==> src/rtl/twi_pkg.sv <==
package twi_pkg;
   typedef enum logic [2:0] {
      ST_IDLE,
      ST_CTRL,
      ST_CMD,
      ST_WADDR,
      ST_WDATA,
      ST_RDATA,
      ST_SKIP
   } twi_state_e;

   localparam logic [3:0] DEV_NIBBLE = 4'b1001;
endpackage

==> src/rtl/twi_line_sync.sv <==
module twi_line_sync #(
   parameter int STAGES = 2
) (
   input  logic clk,
   input  logic rst_n,
   input  logic scl_i,
   input  logic sda_i,
   output logic scl_s,
   output logic sda_s,
   output logic scl_rise,
   output logic scl_fall,
   output logic start_det,
   output logic stop_det
);
   logic [STAGES-1:0] scl_pipe, sda_pipe;
   logic scl_q, sda_q;

   if (STAGES < 2) begin : g_bad_stages
      $error("twi_line_sync needs at least two stages");
   end

   for (genvar g = 0; g < STAGES; g++) begin : g_stage
      if (g == 0) begin : g_first
         always_ff @(posedge clk or negedge rst_n)
            if (!rst_n) begin
               scl_pipe[g] <= 1'b1;
               sda_pipe[g] <= 1'b1;
            end else begin
               scl_pipe[g] <= scl_i;
               sda_pipe[g] <= sda_i;
            end
      end else begin : g_next
         always_ff @(posedge clk or negedge rst_n)
            if (!rst_n) begin
               scl_pipe[g] <= 1'b1;
               sda_pipe[g] <= 1'b1;
            end else begin
               scl_pipe[g] <= scl_pipe[g-1];
               sda_pipe[g] <= sda_pipe[g-1];
            end
      end
   end

   assign scl_s = scl_pipe[STAGES-1];
   assign sda_s = sda_pipe[STAGES-1];

   always_ff @(posedge clk or negedge rst_n)
      if (!rst_n) begin
         scl_q <= 1'b1;
         sda_q <= 1'b1;
      end else begin
         scl_q <= scl_s;
         sda_q <= sda_s;
      end

   assign scl_rise  = scl_s & ~scl_q;
   assign scl_fall  = ~scl_s & scl_q;
   assign start_det = scl_s & scl_q & sda_q & ~sda_s;
   assign stop_det  = scl_s & scl_q & ~sda_q & sda_s;
endmodule

==> src/rtl/twi_page_store.sv <==
module twi_page_store #(
   parameter int ADDR_W      = 8,
   parameter int PAGE_BYTES  = 8,
   parameter int PROG_CYCLES = 1000000
) (
   input  logic                            clk,
   input  logic                            rst_n,
   input  logic                            buf_clr,
   input  logic                            buf_we,
   input  logic [$clog2(PAGE_BYTES)-1:0]   buf_idx,
   input  logic [7:0]                      buf_wdata,
   input  logic                            commit,
   input  logic [ADDR_W-$clog2(PAGE_BYTES)-1:0] commit_base,
   input  logic [ADDR_W-1:0]               rd_addr,
   output logic [7:0]                      rd_data,
   output logic                            busy,
   output logic                            has_data
);
   localparam int DEPTH  = 1 << ADDR_W;
   localparam int IDX_W  = $clog2(PAGE_BYTES);
   localparam int BASE_W = ADDR_W - IDX_W;
   localparam int CNT_W  = $clog2(PROG_CYCLES + 1);

   if (PROG_CYCLES < 1) begin : g_bad_prog
      $error("PROG_CYCLES must be at least 1");
   end

   logic [7:0]            mem  [DEPTH];
   logic [7:0]            pbuf [PAGE_BYTES];
   logic [PAGE_BYTES-1:0] valid;
   logic [CNT_W-1:0]      timer;
   logic [BASE_W-1:0]     base;

   assign busy     = (timer != '0);
   assign has_data = |valid;
   assign rd_data  = mem[rd_addr];

   always_ff @(posedge clk or negedge rst_n)
      if (!rst_n) begin
         for (int a = 0; a < DEPTH; a++) mem[a] <= 8'hFF;
         for (int p = 0; p < PAGE_BYTES; p++) pbuf[p] <= 8'h00;
         valid <= '0;
         timer <= '0;
         base  <= '0;
      end else begin
         if (buf_clr && !busy) valid <= '0;
         else if (buf_we) begin
            pbuf[buf_idx]  <= buf_wdata;
            valid[buf_idx] <= 1'b1;
         end
         if (commit) begin
            timer <= CNT_W'(PROG_CYCLES);
            base  <= commit_base;
         end else if (busy) begin
            timer <= timer - CNT_W'(1);
            if (timer == CNT_W'(1)) begin
               for (int i = 0; i < PAGE_BYTES; i++)
                  if (valid[i]) mem[{base, IDX_W'(i)}] <= pbuf[i];
               valid <= '0;
            end
         end
      end

   // a new commit never lands on a running programming cycle
   assert_commit_idle_R6: assert property (@(posedge clk) disable iff (!rst_n)
      commit |-> !busy);
   // the page buffer is empty once the programming cycle ends
   assert_buffer_drained_R6: assert property (@(posedge clk) disable iff (!rst_n)
      $fell(busy) |-> !has_data);
   // nothing is collected while the array is being programmed
   assert_no_fill_busy_R8: assert property (@(posedge clk) disable iff (!rst_n)
      buf_we |-> !busy);
endmodule

==> src/rtl/twi_eeprom_slave.sv <==
module twi_eeprom_slave #(
   parameter logic [7:0] CMD_ACCESS  = 8'hA5,
   parameter int         PROG_CYCLES = 1000000,
   parameter int         SYNC_STAGES = 2,
   parameter int         PAGE_BYTES  = 8
) (
   input  logic       clk,
   input  logic       rst_n,
   input  logic       scl_i,
   input  logic       sda_i,
   input  logic [2:0] dev_sel,
   output logic       sda_oe
);
   import twi_pkg::*;

   localparam int ADDR_W = 8;
   localparam int IDX_W  = $clog2(PAGE_BYTES);
   localparam int BASE_W = ADDR_W - IDX_W;

   if (PAGE_BYTES < 2 || PAGE_BYTES > 128 || (PAGE_BYTES & (PAGE_BYTES - 1)) != 0) begin : g_bad_page
      $error("PAGE_BYTES must be a power of two between 2 and 128");
   end

   logic scl_s, sda_s, scl_rise, scl_fall, start_det, stop_det;
   logic busy, has_data, buf_we, buf_clr, commit;
   logic [7:0] rd_data;

   twi_state_e st, pend;
   logic [3:0] bitcnt;
   logic       in_ack, mack, oe;
   logic [7:0] shreg, txreg, ptr;
   logic       ctrl_hit, byte_done;

   twi_line_sync #(.STAGES(SYNC_STAGES)) u_sync (
      .clk(clk), .rst_n(rst_n), .scl_i(scl_i), .sda_i(sda_i),
      .scl_s(scl_s), .sda_s(sda_s), .scl_rise(scl_rise), .scl_fall(scl_fall),
      .start_det(start_det), .stop_det(stop_det)
   );

   assign byte_done = scl_fall && !in_ack && (bitcnt == 4'd8);
   assign ctrl_hit  = (shreg[7:4] == DEV_NIBBLE) && (shreg[3:1] == dev_sel) && !busy;
   assign buf_clr   = start_det;
   assign buf_we    = byte_done && (st == ST_WDATA);
   assign commit    = stop_det && (st == ST_WDATA) && has_data && !busy;

   twi_page_store #(.ADDR_W(ADDR_W), .PAGE_BYTES(PAGE_BYTES), .PROG_CYCLES(PROG_CYCLES)) u_store (
      .clk(clk), .rst_n(rst_n),
      .buf_clr(buf_clr), .buf_we(buf_we), .buf_idx(ptr[IDX_W-1:0]), .buf_wdata(shreg),
      .commit(commit), .commit_base(ptr[ADDR_W-1:IDX_W]),
      .rd_addr(ptr), .rd_data(rd_data), .busy(busy), .has_data(has_data)
   );

   always_ff @(posedge clk or negedge rst_n)
      if (!rst_n) begin
         st     <= ST_IDLE;
         pend   <= ST_IDLE;
         bitcnt <= '0;
         in_ack <= 1'b0;
         mack   <= 1'b0;
         oe     <= 1'b0;
         shreg  <= '0;
         txreg  <= '0;
         ptr    <= '0;
      end else if (start_det) begin
         st     <= ST_CTRL;
         bitcnt <= '0;
         in_ack <= 1'b0;
         oe     <= 1'b0;
      end else if (stop_det) begin
         st     <= ST_IDLE;
         bitcnt <= '0;
         in_ack <= 1'b0;
         oe     <= 1'b0;
      end else begin
         case (st)
            ST_CTRL, ST_CMD, ST_WADDR, ST_WDATA: begin
               if (scl_rise && !in_ack) begin
                  shreg  <= {shreg[6:0], sda_s};
                  bitcnt <= bitcnt + 4'd1;
               end
               if (scl_fall && in_ack) begin
                  in_ack <= 1'b0;
                  bitcnt <= '0;
                  oe     <= 1'b0;
                  st     <= pend;
                  if (pend == ST_RDATA) begin
                     txreg <= rd_data;
                     oe    <= ~rd_data[7];
                     ptr   <= ptr + 8'd1;
                  end
               end else if (byte_done) begin
                  in_ack <= 1'b1;
                  oe     <= 1'b1;
                  case (st)
                     ST_CTRL: begin
                        pend <= shreg[0] ? ST_RDATA : ST_CMD;
                        if (!ctrl_hit) begin
                           st     <= ST_SKIP;
                           in_ack <= 1'b0;
                           oe     <= 1'b0;
                        end
                     end
                     ST_CMD:   pend <= (shreg == CMD_ACCESS) ? ST_WADDR : ST_SKIP;
                     ST_WADDR: begin
                        ptr  <= shreg;
                        pend <= ST_WDATA;
                     end
                     default: begin
                        ptr[IDX_W-1:0] <= ptr[IDX_W-1:0] + IDX_W'(1);
                        pend <= ST_WDATA;
                     end
                  endcase
               end
            end
            ST_RDATA: begin
               if (scl_rise) begin
                  if (in_ack) mack <= ~sda_s;
                  else        bitcnt <= bitcnt + 4'd1;
               end
               if (scl_fall) begin
                  if (in_ack) begin
                     in_ack <= 1'b0;
                     bitcnt <= '0;
                     if (mack) begin
                        txreg <= rd_data;
                        oe    <= ~rd_data[7];
                        ptr   <= ptr + 8'd1;
                     end else begin
                        st <= ST_SKIP;
                        oe <= 1'b0;
                     end
                  end else if (bitcnt == 4'd8) begin
                     oe     <= 1'b0;
                     in_ack <= 1'b1;
                  end else begin
                     txreg <= {txreg[6:0], 1'b0};
                     oe    <= ~txreg[6];
                  end
               end
            end
            default: ;
         endcase
      end

   assign sda_oe = oe;

   // the line is never pulled during a programming cycle
   assert_no_ack_busy_R8: assert property (@(posedge clk) disable iff (!rst_n)
      busy |-> !oe);
   // drive changes only with SCL low or at a bus condition
   assert_drive_low_phase_R3: assert property (@(posedge clk) disable iff (!rst_n)
      (oe != $past(oe)) |-> (!scl_s || $past(start_det) || $past(stop_det)));
   // page slot advances without touching the page base
   assert_page_base_held_R5: assert property (@(posedge clk) disable iff (!rst_n)
      (st == ST_WDATA && $past(st) == ST_WDATA) |-> (ptr[ADDR_W-1:IDX_W] == $past(ptr[ADDR_W-1:IDX_W])));
endmodule

==> config.mk <==
export PLATFORM = sky130hd
export DESIGN_NAME = twi_eeprom_slave
export DESIGN_NICKNAME = d
export VERILOG_FILES = /design/src/rtl/twi_pkg.sv /design/src/rtl/twi_line_sync.sv /design/src/rtl/twi_page_store.sv /design/src/rtl/twi_eeprom_slave.sv
export SDC_FILE = /design/constraint.sdc
export NUM_CORES = 2
export LEC_CHECK = 0
export BUFFER_PORTS_ARGS = -buffer_cell sky130_fd_sc_hd__buf_2
export CORE_MARGIN = 2
export CORE_UTILIZATION = 57
export DETAILED_ROUTE_END_ITERATION = 8
export GPL_TIMING_DRIVEN = 0
export PLACE_DENSITY = 0.79
export SETUP_SLACK_MARGIN = 0.4
export SLEW_MARGIN = 0
export SYNTH_ARGS = -nofsm -noshare
export SYNTH_HDL_FRONTEND = slang
export SYNTH_HIERARCHICAL = 1
export SYNTH_SLANG_ARGS = --single-unit
==> constraint.sdc <==
create_clock -name clk -period 5.8 [get_ports clk]
set_clock_uncertainty 0.1 [all_clocks]
set_input_delay 0.29 -clock clk [delete_from_list [all_inputs] [get_ports clk]]
set_output_delay 0.29 -clock clk [all_outputs]
set_load 0.005 [all_outputs]
==> results.py <==
metrics = {
    "run_status": {
        "status": "complete, but fails checks",
        "violations": "capacitance limit, slew limit",
    },
    "setup_path": {
        "worstReg2RegEnd": "txreg[4]",
        "cp.required_ns": 6.47,
        "startpoint_type": "flip-flop",
        "path_class": "reg -> reg",
        "r2r_slack_ns": 0.02,
        "critical_path.max_fanout": 12,
        "crit_path_end_kind": "flip-flop",
        "arrival_ns": 6.45,
        "r2r.worst_path.cells": 11,
        "r2r_start": "ptr[1]",
    },
    "die": {
        "die_area_sq_um": 186000,
        "rows": 156,
        "die_x_um": 432,
        "ios": 8,
        "core_region_area_sq_um": 181000,
        "dieHeight_um": 432,
        "start_util": 0.575,
    },
    "hold_path": {
        "hp-class": "in -> reg",
        "min_to": "st[2]",
        "hold_depth": 6,
        "hold_path.startpoint": "dev_sel[2]",
    },
    "timing": {
        "fmax_ghz": 0.173,
        "slew_violations": 110,
        "tightest_slew_ns": 1.70,
        "period_minus_slack_ns": 5.78,
        "max_slew_margin": -0.131,
        "setup_viol": 0,
        "period_share": 0.997,
        "hold_viol": 0,
        "rsz0062_at_grt": "yes",
    },
    "yosys": {
        "synth_area_sq_um": 104000,
        "avgSynthCellArea_sq_um": 15.7,
        "ys_ff_latch": 2187,
        "async_flop_share": 1.00,
        "synth_cell_type_count": 79,
        "yosys_warnings": 6,
        "syn_inst": 6657,
        "synthFlopType": "dfstp_2",
        "synth_edf_count": 0,
        "ys_seq_area_frac": 0.550,
        "syn_nets": 6670,
    },
    "power": {
        "total_power_mw": 44.0,
        "power_leakage_nw": 46.9,
        "peakVddDrop_mv": 0.358,
        "pwr_density_cell_nw_per_um2": 370,
    },
    "final_layout": {
        "postLayoutCoreUtil": 0.656,
        "fin_nets": 7084,
        "num-fill-cells": 12300,
        "area_growth_pct": 14.0,
        "drive_gt1_frac": 0.763,
    },
    "route": {
        "drc": 0,
        "vias_per_cell": 7.55,
        "initialDrtViolationCount": 10500,
        "first_pass_iters": 6,
        "num_vias": 73100,
        "ant_nets": 0,
        "drt-total-wl_um": 455000,
        "routedWlPerCell_um": 47.0,
    },
    "global_route": {
        "grt_overflow": 0,
        "track_usage": 0.487,
        "grt_start_max_net_pins": 182,
        "grt_pass1_wl_um": 607000,
        "antenna_found_initial": 57,
        "grt_pass1_vias": 71000,
    },
    "place": {
        "port_buffers": 7,
        "routabilityCongestion": 1.14,
        "hpwlAfterDp_um": 317000,
    },
    "flow_run": {
        "max_cap_violations": 11,
    },
    "clock_network": {
        "htree_levels": 4,
        "cts_root_buf": "clkbuf_16",
        "cts_buffers": 217,
        "cts.sinks": 2187,
        "clk_pin_slew_ns": 0.06,
        "cts_tree": "built",
        "cts_buffer_depth": 3,
        "clk_latency_ns": 0.91,
    },
}
[cells in the final DEF (no fill, tap or decap), types with 32 or more instances in the layout]
| cell | count |
|---|---|
| a21oi_1 | 135 |
| a22oi_1 | 170 |
| buf_12 | 115 |
| buf_2 | 59 |
| buf_4 | 65 |
| clkbuf_1 | 361 |
| clkbuf_16 | 219 |
| clkbuf_2 | 51 |
| clkbuf_4 | 32 |
| clkbuf_8 | 55 |
| clkinv_2 | 40 |
| dfrtp_1 | 133 |
| dfstp_2 | 2054 |
| diode_2 | 43 |
| mux2_2 | 2025 |
| mux2_4 | 88 |
| mux2i_1 | 143 |
| mux4_2 | 439 |
| nand2_1 | 122 |
| nand4_1 | 132 |
| nor2_1 | 61 |
| nor3_4 | 129 |
| o21ai_0 | 44 |
| o22ai_1 | 33 |
[state kept, by name, summed over array words and instances (netlist names)]
signal	flops
u_store/base	5
bitcnt	4
ptr	8
u_sync/sda_q	1
u_store/mem	2048
u_sync/sda_pipe	1
u_sync/scl_q	1
txreg	7
u_store/valid	8
u_sync/sda_s	1
u_store/timer	20
u_sync/scl_s	1
shreg	8
sda_oe	1
pend	3
u_sync/scl_pipe	1
mack	1
u_store/pbuf	64
in_ack	1
st	3
[power breakdown]
part	total, mW	switching (mW)	internal [mW]
logic	13.2	10.2	3.01
registers	15.9	0.392	15.5
clock network	14.9	6.38	8.55
total	44.0	16.9	27.0
[what timing repair did]
| action | in CTS | in global routing |
|---|---|---|
| hold buffers | 9 | 0 |
| buffers inserted | 102 | 31 |
| endpoints found under the hold margin | 156 | 0 |
| gates resized for setup | 122 | 56 |
| pin swaps | 3 | 0 |
| endpoints found under the setup margin | 2056 | 1418 |
[worst max-delay path, cell delays in order, from the launching register on]
cell      delay (ns)
dfrtp_1         0.59
clkbuf_2        0.64
nand2_1         0.27
clkbuf_2        0.66
clkbuf_1        0.96
o22ai_1         0.47
a211oi_1        0.66
o31ai_1         0.19
o31ai_2         0.58
nor3_4          0.20
mux2i_1         0.19
a31oi_1         0.10
[synth_stat cells, types with 45 or more instances]
cell,number,area (sq um)
o21ai_0,45,225
buf_1,52,195
buf_2,67,335
nor3_4,128,2080
mux2_2,2025,22800
clkbuf_1,378,1420
dfrtp_1,133,3330
nand4_1,132,826
nor2_1,63,236
a22oi_1,174,1310
a21oi_1,136,681
nand2_1,122,458
mux4_2,439,9890
mux2_4,88,1320
mux2i_1,143,1430
dfstp_2,2054,54000
[cell families (layout without fill, tap and decap cells)]
group / count (synthesis) / count (layout) / synth area share
multiplexers: 2713 / 2713 / 0.342
flip-flops: 2187 / 2187 / 0.550
AND/OR/NAND/NOR: 638 / 638 / 0.0472
AO/OA/AOI/OAI: 559 / 559 / 0.0369
buffers and inverters: 530 / 1137 / 0.0211
XOR/XNOR: 24 / 24 / 0.00202
adder cells (fa/ha/maj): 6 / 6 / 0.000720
other: 0 / 43 / 0
[worst max-delay path by stage]
stage,to,startpoint
after floorplan,u_store/mem[141],u_store/timer[12]
after global placement,u_store/valid[7],rst_n
after detailed placement,txreg[2],ptr[2]
after CTS,txreg[2],ptr[0]
after global routing,txreg[4],ptr[2]
final,txreg[4],ptr[1]
[routing by layer]
metal  vias up  share of wire  track usage
met2      6290           0.40        0.644
met4        18           0.10        0.396
met5         -        0.00066      0.00260
met3      1876           0.16        0.273
met1     38700           0.34        0.574
li1      26100              -            -
[cell type report]
class / count / area, sq um / share of cell area
well taps: 2370 / 2970 / 0.0250
plain buffers: 512 / 2480 / 0.0209
clock inverters: 80 / 1110 / 0.00932
repair buffers: 197 / 3330 / 0.0281
flip-flops and latches: 2187 / 57300 / 0.482
diodes: 43 / 108 / 0.000906
inverters: 16 / 60.1 / 0.000505
clock buffers: 332 / 6450 / 0.0543
multi-input cells: 3940 / 45000 / 0.379
[per-stage QoR]
step	setup TNS, ns	cell area (sq um)	setup WS [ns]	hold slack, ns	std cells
after global routing	0	119000	0.340	0.182	9638
after CTS	0	118000	0.410	0.0850	9599
after detailed placement	-462.22	108000	-1.49	0.248	9078
final	0	119000	0.0177	0.126	9677
after floorplan	0	104000	1.77	-0.106	6657
after global placement	-	107000	-40.57	0.247	9034
Power figures use the tool's default switching activity.
